===== src/rtl/ctr_pkg.sv =====
package ctr_pkg;
  typedef struct packed {
    logic up_thr;
    logic dn_thr;
    logic up_sat;
    logic dn_sat;
  } ctr_flags_t;
endpackage


===== src/rtl/ctr_up_stage.sv =====
module ctr_up_stage #(
  parameter int unsigned WIDTH = 8,
  parameter bit          SAT   = 1'b1,
  parameter int unsigned LIMIT = (1 << WIDTH) - 1
) (
  input  logic [WIDTH-1:0] base_i,
  input  logic             en_i,
  input  logic [WIDTH:0]   step_i,
  output logic [WIDTH-1:0] res_o,
  output logic             ovf_o
);
  localparam logic [WIDTH:0] LIM_X = (WIDTH+1)'(LIMIT);
  logic [WIDTH:0] sum;
  assign sum = {1'b0, base_i} + step_i;

  if (SAT) begin : g_sat
    assign res_o = !en_i ? base_i : (sum > LIM_X) ? LIM_X[WIDTH-1:0] : sum[WIDTH-1:0];
    assign ovf_o = 1'b0;
  end else begin : g_wrap
    assign res_o = en_i ? sum[WIDTH-1:0] : base_i;
    assign ovf_o = en_i & sum[WIDTH];
  end
endmodule


===== src/rtl/ctr_dn_stage.sv =====
module ctr_dn_stage #(
  parameter int unsigned WIDTH = 8,
  parameter bit          SAT   = 1'b1,
  parameter int unsigned FLOOR = 0
) (
  input  logic [WIDTH-1:0] base_i,
  input  logic             en_i,
  input  logic [WIDTH:0]   step_i,
  output logic [WIDTH-1:0] res_o,
  output logic             unf_o
);
  localparam logic [WIDTH:0] FLR_X = (WIDTH+1)'(FLOOR);
  logic [WIDTH-1:0] diff;
  logic [WIDTH:0]   base_x;
  assign base_x = {1'b0, base_i};
  assign diff   = base_i - step_i[WIDTH-1:0];

  if (SAT) begin : g_sat
    logic [WIDTH:0] low;
    assign low   = step_i + FLR_X;
    assign res_o = !en_i ? base_i : (base_x < low) ? FLR_X[WIDTH-1:0] : diff;
    assign unf_o = 1'b0;
  end else begin : g_wrap
    assign res_o = en_i ? diff : base_i;
    assign unf_o = en_i & (base_x < step_i);
  end
endmodule


===== src/rtl/ctr_flag_gen.sv =====
module ctr_flag_gen
  import ctr_pkg::*;
#(
  parameter int unsigned WIDTH     = 8,
  parameter int unsigned UP_THRESH = (1 << WIDTH) - 1,
  parameter int unsigned DN_THRESH = 0,
  parameter int unsigned UP_LIMIT  = (1 << WIDTH) - 1,
  parameter int unsigned DN_LIMIT  = 0
) (
  input  logic [WIDTH-1:0] cnt_i,
  output ctr_flags_t       flags_o
);
  localparam logic [WIDTH-1:0] UT = WIDTH'(UP_THRESH);
  localparam logic [WIDTH-1:0] DT = WIDTH'(DN_THRESH);
  localparam logic [WIDTH-1:0] UL = WIDTH'(UP_LIMIT);
  localparam logic [WIDTH-1:0] DL = WIDTH'(DN_LIMIT);

  assign flags_o.up_thr = cnt_i >= UT;
  assign flags_o.dn_thr = cnt_i <= DT;
  assign flags_o.up_sat = cnt_i >= UL;
  assign flags_o.dn_sat = cnt_i <= DL;
endmodule


===== src/rtl/ctr_field.sv =====
module ctr_field
  import ctr_pkg::*;
#(
  parameter int unsigned WIDTH     = 8,
  parameter int unsigned STEP_W    = 4,
  parameter bit          UP_SAT    = 1'b1,
  parameter bit          DN_SAT    = 1'b1,
  parameter int unsigned UP_LIMIT  = (1 << WIDTH) - 1,
  parameter int unsigned DN_LIMIT  = 0,
  parameter int unsigned UP_THRESH = (1 << WIDTH) - 1,
  parameter int unsigned DN_THRESH = 0,
  parameter int unsigned RESET_VAL = 0,
  localparam int unsigned STEP_PW  = (STEP_W > 0) ? STEP_W : 1
) (
  input  logic               clk_i,
  input  logic               rst_ni,
  input  logic               load_i,
  input  logic [WIDTH-1:0]   load_val_i,
  input  logic               inc_i,
  input  logic               dec_i,
  input  logic [STEP_PW-1:0] inc_step_i,
  input  logic [STEP_PW-1:0] dec_step_i,
  output logic [WIDTH-1:0]   cnt_o,
  output logic               up_thr_o,
  output logic               dn_thr_o,
  output logic               up_sat_o,
  output logic               dn_sat_o,
  output logic               overflow_o,
  output logic               underflow_o
);
  localparam logic [WIDTH-1:0] UL = WIDTH'(UP_LIMIT);
  localparam logic [WIDTH-1:0] DL = WIDTH'(DN_LIMIT);

  logic [WIDTH-1:0] cnt_q, base, mid, post, nxt;
  logic [WIDTH:0]   inc_amt, dec_amt;
  ctr_flags_t       flags;

  if (STEP_W == 0) begin : g_fixed_step
    logic steps_unused;
    assign steps_unused = ^{inc_step_i, dec_step_i};
    assign inc_amt = (WIDTH+1)'(1);
    assign dec_amt = (WIDTH+1)'(1);
  end else begin : g_var_step
    assign inc_amt = (WIDTH+1)'(inc_step_i);
    assign dec_amt = (WIDTH+1)'(dec_step_i);
  end

  assign base = load_i ? load_val_i : cnt_q;

  // increment first, then decrement on its result
  ctr_up_stage #(.WIDTH(WIDTH), .SAT(UP_SAT), .LIMIT(UP_LIMIT)) u_up (
    .base_i(base), .en_i(inc_i), .step_i(inc_amt), .res_o(mid), .ovf_o(overflow_o)
  );

  ctr_dn_stage #(.WIDTH(WIDTH), .SAT(DN_SAT), .FLOOR(DN_LIMIT)) u_dn (
    .base_i(mid), .en_i(dec_i), .step_i(dec_amt), .res_o(post), .unf_o(underflow_o)
  );

  // clamp loads that land outside a saturating range
  always_comb begin
    nxt = post;
    if (UP_SAT && (nxt > UL)) nxt = UL;
    if (DN_SAT && (nxt < DL)) nxt = DL;
  end

  always_ff @(posedge clk_i or negedge rst_ni) begin
    if (!rst_ni) cnt_q <= WIDTH'(RESET_VAL);
    else         cnt_q <= nxt;
  end

  ctr_flag_gen #(
    .WIDTH(WIDTH), .UP_THRESH(UP_THRESH), .DN_THRESH(DN_THRESH),
    .UP_LIMIT(UP_LIMIT), .DN_LIMIT(DN_LIMIT)
  ) u_flags (
    .cnt_i(cnt_q), .flags_o(flags)
  );

  assign cnt_o    = cnt_q;
  assign up_thr_o = flags.up_thr;
  assign dn_thr_o = flags.dn_thr;
  assign up_sat_o = flags.up_sat;
  assign dn_sat_o = flags.dn_sat;
endmodule


===== config.mk =====
export PLATFORM = sky130hd
export DESIGN_NAME = ctr_field
export DESIGN_NICKNAME = d
export VERILOG_FILES = /design/src/rtl/ctr_pkg.sv /design/src/rtl/ctr_up_stage.sv /design/src/rtl/ctr_dn_stage.sv /design/src/rtl/ctr_flag_gen.sv /design/src/rtl/ctr_field.sv
export SDC_FILE = /design/constraint.sdc
export NUM_CORES = 1
export LEC_CHECK = 0
export BUFFER_PORTS_ARGS = -buffer_cell sky130_fd_sc_hd__buf_2
export CORE_MARGIN = 10
export CORE_UTILIZATION = 40
export DETAILED_ROUTE_END_ITERATION = 8
export GPL_TIMING_DRIVEN = 0
export PLACE_DENSITY_LB_ADDON = 0.3
export SLEW_MARGIN = 20
export SYNTH_ARGS = -nofsm -noshare
export SYNTH_HDL_FRONTEND = slang
export SYNTH_HIERARCHICAL = 1
export SYNTH_SLANG_ARGS = --single-unit
export TNS_END_PERCENT = 50

===== constraint.sdc =====
create_clock -name clk_i -period 10.87 [get_ports clk_i]
set_input_delay 1.087 -clock clk_i [delete_from_list [all_inputs] [get_ports clk_i]]
set_output_delay 1.087 -clock clk_i [all_outputs]
set_load 0.005 [all_outputs]

==> results.py <==
metrics = {
    "layout": {
        "regArea_um2": 200.2,
        "layout-drive-gt1-share_pct": 25.74,
        "area_delta_synth_final_pct": 21.17,
        "stdcell_count": 246,
        "fin_util_pct": 51.42,
        "final_common_cell": "buf_2",
        "antennaDiodeCount": 0,
        "largest_reg_flops": 8,
        "nNetsFinal": 243,
        "fin_area_mm2": 0.001583,
        "nFillCells": 313,
        "mostFrequentLayoutCells": "buf_2 (30), inv_1 (17), nor2_1 (17)",
        "multiInputGateArea_mm2": 0.001035,
    },
    "routing": {
        "firstDrtPassIters": 4,
        "wl_um": 2874,
        "wire_per_inst_um": 11.68,
        "highest_layer": "met3",
        "detail_route.vias_per_cell": 4.736,
        "drt_iter0_markers": 62,
        "met1_length_um": 1282,
        "route.met2.wl_um": 1447,
        "drc": 0,
        "final_antenna_net_count": 0,
        "vias": 1165,
        "wl_met3_um": 143,
    },
    "global_route": {
        "grt_pass1_wl_um": 5119,
        "antenna_found_initial": 0,
        "grt-ovfl-total": 0,
        "grt_max_degree": 11,
        "first_global_vias": 1199,
        "grt_usage_pct": 10.00,
    },
    "placed_design": {
        "dp_slack_ns": 6.108,
        "dp_hpwl_um": 2614,
        "port_buffers": 30,
        "dp.cells": 243,
        "gp_congestion": 0.7666,
        "placed_cell_area_mm2": 0.001560,
    },
    "setup_path": {
        "required_ns": 10.98,
        "r2r_start": "cnt_o[0]",
        "crit_type": "in -> reg",
        "cp.arrival_ns": 4.61,
        "startpoint_type": "input pin",
        "crit_fanout": 8,
        "end_kind": "register",
        "setup.worst_path.start": "load_i",
    },
    "timing": {
        "final.period_utilization_pct": 41.39,
        "setup_viol_count_final": 0,
        "whs_ns": 0.6699,
        "hold_violations": 0,
        "slew_viol_final": 0,
        "period_minus_slack_ns": 4.499,
        "rsz0062_at_grt": "false",
        "max_freq_mhz": 222.3,
        "setup_ws_ns": 6.371,
        "fin_skew_ns": 0.001012,
        "tns_ns": 0,
    },
    "die": {
        "die_x_um": 77.15,
        "initial_utilization_pct": 42.44,
        "num_rows": 20,
        "die_h_um": 77.15,
        "dieArea_mm2": 0.005951,
        "io_pins": 35,
        "core_mm2": 0.003078,
    },
    "cts": {
        "cts_buffer_depth": 2,
        "cts_tree": "yes",
        "ctsHoldBuffers": 0,
        "clk_latency_ns": 0.24,
        "clk_pin_slew_ns": 0.05,
        "clock-sinks": 8,
        "cts_resized": 0,
        "root_buffer": "clkbuf_4",
        "numCtsBuffers": 3,
        "htree_levels": 1,
        "cts_setup_buffers": 0,
    },
    "pwr": {
        "p_clk_share_pct": 10.0,
        "p_switching_mw": 0.08889,
        "p_sw_share_pct": 42.82,
        "pwr-share-seq_pct": 21.1,
        "power_leakage_nw": 0.8290,
        "comb_power_share_pct": 68.8,
        "p_per_area_mw_per_mm2": 131.2,
        "report.power.total_mw": 0.2076,
        "p_int_mw": 0.1187,
        "max-vdd-ir-drop_mv": 0.05469,
    },
    "yosys": {
        "synth_top_area_share_pct": 15.33,
        "ys_top_cells_by_area": "dfrtp_1 (15%), ha_1 (15%), mux2_4 (9.2%)",
        "avgSynthCellArea_um2": 8.373,
        "ys_ff_latch": 8,
        "synth_area_leader_cell": "dfrtp_1",
        "yosysSeqAreaShare_pct": 15.33,
        "synth-main-ff-cell": "dfrtp_1",
        "synth.distinct_cells": 37,
        "yosysWarningCount": 6,
        "synth_area_mm2": 0.001306,
        "syn_inst": 156,
        "synth-edff-count": 0,
        "async_reset_ff_share_pct": 100.0,
    },
    "run": {
        "drv_cap": 0,
    },
    "status": {
        "run_status": "finished clean",
    },
    "min_path": {
        "hp-class": "in -> async",
    },
}
-- cells by family after synthesis --
kind of cell    synth area share (%)
compound gates                 28.93
simple gates                   11.40
buf+inv                        9.195
fa+ha+maj                      18.39
xor+xnor                       6.705
mux                            9.196
flops                          15.33
other cells                   0.8620
-- synthesized netlist by cell type (all sizes together), types with 3 or more instances --
library cell / number
xnor2: 6
a21o: 6
a211oi: 6
o22ai: 7
mux2: 8
dfrtp: 8
buf: 6
ha: 16
conb: 3
a21oi: 14
o21ai: 9
o22a: 3
inv: 17
nor2: 17
xor2: 4
-- per-layer routing --
layer	up-vias	global-route usage, %
met4	0	3.102
li1	640	-
met5	-	0
met2	26	17.89
met3	0	1.981
met1	499	11.54
-- power groups by stage --
stage	clock, mW	sequential, mW	combinational (mW)
6_report	0.0208	0.0439	0.143
4_1_cts	0.0222	0.0439	0.144
3_5_place_dp	0	0.0443	0.143
5_1_grt	0.0232	0.0446	0.163
2_1_floorplan	0	0.0436	0.112
3_3_place_gp	0	0.0442	0.142
-- worst max-delay path: stages --
cell and delay [ns]:
buf_6 0.13, mux2_4 0.31, ha_1 0.24, fa_1 0.43, a211oi_1 0.40, o211a_1 0.23
a211oi_4 0.07, nor2_1 0.11, a21oi_1 0.08, inv_1 0.10, ha_1 0.18, inv_1 0.06
fa_1 0.42, a211oi_1 0.24, o21bai_1 0.11, a21oi_1 0.18, xor2_1 0.15, o22ai_1 0.07
-- path summary, 6_finish.rpt --
path	to	slack, ns	cells past startpoint
setup / recovery	cnt_o[6]	6.37	18
hold / removal	cnt_o[4]	0.67	1
setup reg to reg	cnt_o[6]	6.98	17
hold reg to reg	cnt_o[3]	0.95	4
max in group asynchronous	cnt_o[3]	10.04	1
min in group clk_i	cnt_o[3]	0.95	4
-- layout make-up --
cell class / instances / share of cell area, %
Clock buffer: 3 / 1.423
Buffer: 7 / 3.557
Timing Repair Buffer: 30 / 9.486
Tap cell: 44 / 3.478
Multi-Input combinational cell: 137 / 65.38
Sequential cell: 8 / 12.65
Inverter: 17 / 4.032
Note: power is estimated with default switching activity, not from simulation.
